### src/rtl/qenc_pkg.sv
package qenc_pkg;

  typedef enum logic [1:0] {
    MODE_CLK = 2'd0,
    MODE_X2A = 2'd1,
    MODE_X2B = 2'd2,
    MODE_X4  = 2'd3
  } qmode_e;

  typedef struct packed {
    logic step;
    logic up;
    logic bad;
  } qstep_t;

  // lvl/chg index 0 is input A, index 1 is input B (new level, change flag)
  function automatic qstep_t qdecode(qmode_e m, logic [1:0] lvl, logic [1:0] chg);
    qstep_t r;
    logic   a_dir;
    logic   b_dir;
    a_dir = lvl[0] ^ lvl[1];
    b_dir = ~(lvl[0] ^ lvl[1]);
    r = '0;
    case (m)
      MODE_CLK: begin
        r.step = 1'b1;
        r.up   = 1'b1;
      end
      MODE_X2A: begin
        r.step = chg[0];
        r.up   = a_dir;
      end
      MODE_X2B: begin
        r.step = chg[1];
        r.up   = b_dir;
      end
      default: begin
        r.bad  = chg[0] & chg[1];
        r.step = (chg[0] ^ chg[1]);
        r.up   = chg[0] ? a_dir : b_dir;
      end
    endcase
    return r;
  endfunction

endpackage

### src/rtl/qenc_sync.sv
module qenc_sync #(
  parameter int CH     = 2,
  parameter int STAGES = 2
) (
  input  logic          clk,
  input  logic          rst_n,
  input  logic [CH-1:0] din,
  output logic [CH-1:0] lvl,
  output logic [CH-1:0] chg
);

  for (genvar g = 0; g < CH; g++) begin : g_ch
    logic [STAGES-1:0] chain;
    logic              prev;
    always_ff @(posedge clk or negedge rst_n) begin
      if (!rst_n) begin
        chain <= '0;
        prev  <= 1'b0;
      end else begin
        chain <= {chain[STAGES-2:0], din[g]};
        prev  <= chain[STAGES-1];
      end
    end
    assign lvl[g] = chain[STAGES-1];
    assign chg[g] = chain[STAGES-1] ^ prev;
  end

endmodule

### src/rtl/qenc_decode.sv
module qenc_decode
  import qenc_pkg::*;
(
  input  qmode_e     mode,
  input  logic [1:0] lvl,
  input  logic [1:0] chg,
  output logic       step,
  output logic       up,
  output logic       bad
);

  qstep_t d;
  always_comb d = qdecode(mode, lvl, chg);
  assign step = d.step;
  assign up   = d.up;
  assign bad  = d.bad;

endmodule

### src/rtl/qenc_count.sv
module qenc_count #(
  parameter int W = 16
) (
  input  logic         clk,
  input  logic         rst_n,
  input  logic         adv,
  input  logic         up,
  input  logic         ld,
  input  logic [W-1:0] ld_val,
  input  logic         clr,
  input  logic [W-1:0] ceil,
  output logic [W-1:0] cnt,
  output logic         dir,
  output logic         wrap
);

  // returns {wrapped, next value}
  function automatic logic [W:0] advance(logic [W-1:0] c, logic [W-1:0] top, logic go_up);
    if (go_up) begin
      if (c >= top) return {1'b1, {W{1'b0}}};
      return {1'b0, c + 1'b1};
    end
    if (c == '0) return {1'b1, top};
    return {1'b0, c - 1'b1};
  endfunction

  logic [W:0] nxt;
  always_comb nxt = advance(cnt, ceil, up);

  always_ff @(posedge clk or negedge rst_n) begin
    if (!rst_n) begin
      cnt  <= '0;
      dir  <= 1'b0;
      wrap <= 1'b0;
    end else begin
      wrap <= 1'b0;
      if (clr) begin
        cnt <= '0;
      end else if (ld) begin
        cnt <= ld_val;
      end else if (adv) begin
        cnt  <= nxt[W-1:0];
        wrap <= nxt[W];
        dir  <= ~up;
      end
    end
  end

endmodule

### src/rtl/qenc_counter.sv
module qenc_counter
  import qenc_pkg::*;
#(
  parameter int CNT_W = 16
) (
  input  logic             clk,
  input  logic             rst_n,
  input  logic             enc_a,
  input  logic             enc_b,
  input  logic [1:0]       reg_addr,
  input  logic             reg_wr,
  input  logic [CNT_W-1:0] reg_wdata,
  output logic [CNT_W-1:0] reg_rdata,
  output logic [CNT_W-1:0] count_o,
  output logic             dir_o,
  output logic             wrap_o
);

  localparam logic [1:0] A_CNT  = 2'd0;
  localparam logic [1:0] A_CEIL = 2'd1;
  localparam logic [1:0] A_CTRL = 2'd2;
  localparam int         CB_UPD = 3;

  logic [CNT_W-1:0] ceil_q;
  logic             enable_q;
  qmode_e           mode_act;

  logic [1:0] in_lvl;
  logic [1:0] in_chg;
  logic       step_raw;
  logic       step_up;
  logic       step_bad;
  logic       step_go;
  logic       cnt_ld;
  logic       cnt_clr;

  qenc_sync #(.CH(2), .STAGES(2)) i_sync (
    .clk  (clk),
    .rst_n(rst_n),
    .din  ({enc_b, enc_a}),
    .lvl  (in_lvl),
    .chg  (in_chg)
  );

  qenc_decode i_dec (
    .mode(mode_act),
    .lvl (in_lvl),
    .chg (in_chg),
    .step(step_raw),
    .up  (step_up),
    .bad (step_bad)
  );

  assign step_go = enable_q & step_raw;
  assign cnt_ld  = reg_wr && (reg_addr == A_CNT);
  assign cnt_clr = reg_wr && (reg_addr == A_CTRL) && reg_wdata[CB_UPD];

  qenc_count #(.W(CNT_W)) i_cnt (
    .clk   (clk),
    .rst_n (rst_n),
    .adv   (step_go),
    .up    (step_up),
    .ld    (cnt_ld),
    .ld_val(reg_wdata),
    .clr   (cnt_clr),
    .ceil  (ceil_q),
    .cnt   (count_o),
    .dir   (dir_o),
    .wrap  (wrap_o)
  );

  always_ff @(posedge clk or negedge rst_n) begin
    if (!rst_n) begin
      ceil_q   <= '1;
      enable_q <= 1'b0;
      mode_act <= MODE_CLK;
    end else if (reg_wr) begin
      if (reg_addr == A_CEIL) ceil_q <= reg_wdata;
      if (reg_addr == A_CTRL) begin
        enable_q <= reg_wdata[2];
        if (reg_wdata[CB_UPD]) mode_act <= qmode_e'(reg_wdata[1:0]);
      end
    end
  end

  always_comb begin
    reg_rdata = '0;
    case (reg_addr)
      A_CNT:  reg_rdata = count_o;
      A_CEIL: reg_rdata = ceil_q;
      A_CTRL: begin
        reg_rdata[1:0] = mode_act;
        reg_rdata[2]   = enable_q;
        reg_rdata[4]   = dir_o;
      end
      default: reg_rdata = '0;
    endcase
  end

endmodule

### config.mk
export PLATFORM = sky130hd
export DESIGN_NAME = qenc_counter
export DESIGN_NICKNAME = d
export VERILOG_FILES = /design/src/rtl/qenc_pkg.sv /design/src/rtl/qenc_sync.sv /design/src/rtl/qenc_decode.sv /design/src/rtl/qenc_count.sv /design/src/rtl/qenc_counter.sv
export SDC_FILE = /design/constraint.sdc
export NUM_CORES = 1
export LEC_CHECK = 0
export BUFFER_PORTS_ARGS = -buffer_cell sky130_fd_sc_hd__buf_2
export CORE_MARGIN = 2
export CORE_UTILIZATION = 40
export CTS_BUF_LIST = sky130_fd_sc_hd__clkbuf_4 sky130_fd_sc_hd__clkbuf_8
export CTS_CLUSTER_SIZE = 24
export DETAILED_ROUTE_END_ITERATION = 16
export GPL_ROUTABILITY_DRIVEN = 0
export GPL_TIMING_DRIVEN = 0
export PLACE_DENSITY = 0.56
export SYNTH_ARGS = -nofsm -noshare
export SYNTH_HDL_FRONTEND = slang
export SYNTH_HIERARCHICAL = 1
export SYNTH_SLANG_ARGS = --single-unit
### constraint.sdc
create_clock -name clk -period 4.7 [get_ports clk]
set_clock_uncertainty 0.05 [all_clocks]
set_input_delay 0.705 -clock clk [delete_from_list [all_inputs] [get_ports clk]]
set_output_delay 0.705 -clock clk [all_outputs]
set_load 0.02 [all_outputs]
==> out/results.ini <==
[run_status]
outcome=completed

[sta]
max_freq_mhz=287
rsz0062_at_grt=no
finalSetupViolCount=0
tightest_slew_ns=1.23
slew_headroom_pct=17.6
fin_setup_tns_ns=0
final-max-slew-violation-count=0
post-route-min-period_ns=3.48
final-hold-violation-count=0
fin_crit_sh_pct=74.1

[critical_path]
r2r_start=i_sync/g_ch[0].chain[1]
cp_max_fo=10
reg2reg_depth=10
crit_arrival_ns=3.65
reg2reg_slack_ns=1.22
endpoint_kind=flop
crit_type=reg -> reg
worstReg2RegEnd=i_cnt/cnt[5]
worst-endpoint-required_ns=4.86
worstSetupStartpointType=flop

[clock_network]
cts_made_buffers=5
htreeDepth=2
clk-insertion-delay-late_ns=0.30
clock_sinks=43
path_clk_slew_ns=0.09
clockBufferDepth=2
cts.hold.buffers_added=0
clockRootBuffer=clkbuf_8
cts_tree=yes
cts_resized=0
post_cts_buffers=0

[power]
total_power_w=0.00254
clkPwrFrac_pct=10.8
vdd_drop_max_mv=0.191
p_per_area_nw_per_um2=605
leakage_nw=1.98
switching_share_pct=50.3
intPower_w=0.00126
netSwitchingPower_w=0.00128
seq_power_share_pct=25.9
combPwrFrac_pct=63.3

[hold_path]
holdPathStages=0
hold_path_end=i_sync/g_ch[1].chain[1]
hp-class=reg -> reg
min_from=i_sync/g_ch[1].chain[0]

[die]
core.rowCount=34
die_y_um=99.9
start_util_pct=41.8
die_x_um=99.9
core_um2=8810
die-area_um2=9980
io_pins=57

[finish]
drive_gt1_share_pct=27.6
finalNetCount=527
diodes=0
area_growth_pct=14.1
post-route-util_pct=47.7
final_cells=593

[route]
wl_mm=12.0
wl_per_cell_um=20.2
dr.pass1.iters=5
drc=0
vias=3589
drt_iter0_markers=340
vias_per_cell=6.05
ant_nets=0

[global_route]
grt_usage_pct=24.4
grt_use_met3_pct=4.04
grt-ovfl-total=0
grt_pass1_wl_mm=18.8
grt_max_degree=44
met1_usage_pct=35.7
use_met2_pct=37.3
busiest_layer=met2
first_global_vias=3414
antenna_found_initial=0

[placed_design]
dpl.cell_count=585
hpwlAfterDp_mm=8.55
portBuffers=56

[run]
maxCapViolations=0

[logic_synthesis]
avgSynthCellArea_um2=8.73
syn_area_um2=3680
syn_nets=464
yosys_warnings=6
syn_inst=421

==> flip-flops by register name (all words and copies together), names as in the netlist <==
signal and count:
ceil_q 16, enable_q 1, i_cnt/cnt 16, mode_act 2
i_sync/g_ch.chain 4, i_sync/g_ch.prev 2, i_cnt/dir 1, i_cnt/wrap 1
==> cell type report <==
type / count / area [um2]
buffer: 34 / 193
clock buffer: 7 / 96.3
clock inverter: 1 / 7.51
fill: 854 / 4610
inverter: 26 / 97.6
multi-input combinational: 318 / 2290
sequential: 43 / 1100
tap: 108 / 135
timing repair buffer: 56 / 280
==> worst max-delay path: stages (launching register included) <==
cell,delay (ns)
dfrtp_1,0.41
xor2_1,0.30
nand2_1,0.09
a31oi_1,0.38
inv_1,0.30
a2111oi_0,0.66
and4_1,0.29
clkbuf_1,0.22
buf_2,0.32
a211oi_1,0.13
o31ai_1,0.25
==> per-stage QoR <==
step / instance area [um2] / hold WS (ns) / worst slack [ns]
2_1_floorplan: 3680 / 0.281 / 1.97
3_3_place_gp: 4090 / 0.285 / 1.08
3_5_place_dp: 4090 / 0.290 / 1.09
4_1_cts: 4200 / 0.310 / 1.30
5_1_grt: 4200 / 0.325 / 0.938
6_report: 4200 / 0.308 / 1.22
==> worst max path at each step <==
stage	startpoint	end	slack, ns
finish	i_sync/g_ch[0].chain[1]	i_cnt/cnt[5]	1.22
global route	i_sync/g_ch[0].chain[1]	i_cnt/cnt[13]	0.94
CTS	i_sync/g_ch[0].chain[1]	i_cnt/cnt[5]	1.30
detailed placement	reg_addr[0]	i_cnt/cnt[14]	1.09
global placement	reg_addr[0]	i_cnt/cnt[14]	1.08
floorplan	reg_addr[0]	i_cnt/cnt[14]	1.97
==> power by group through the flow <==
stage          sequential, W  clock [W]  combinational, W
2_1_floorplan       0.000687          0           0.00110
3_3_place_gp        0.000658          0           0.00155
3_5_place_dp        0.000662          0           0.00156
4_1_cts             0.000655   0.000282           0.00157
5_1_grt             0.000676   0.000299           0.00176
6_report            0.000658   0.000274           0.00161
==> metal layers <==
layer  vias to the layer above  share of wire (%)
met5                         -                  0
met4                         0                1.5
met3                        15                8.0
met2                       187                 45
met1                      1726                 46
li1                       1661                  -
==> layout by cell type (no fill, tap or decap), types with 8 or more instances in the layout <==
master	instances
dfrtp_1	27
mux2_2	9
xnor2_1	9
a21oi_1	34
nand3_1	11
o21ai_0	12
inv_1	26
nor2_1	38
buf_2	66
mux2i_1	17
nand2_1	37
clkbuf_1	16
dfstp_2	16
mux2_4	10
ha_1	20
a22o_1	8
Power figures use the tool's default switching activity.
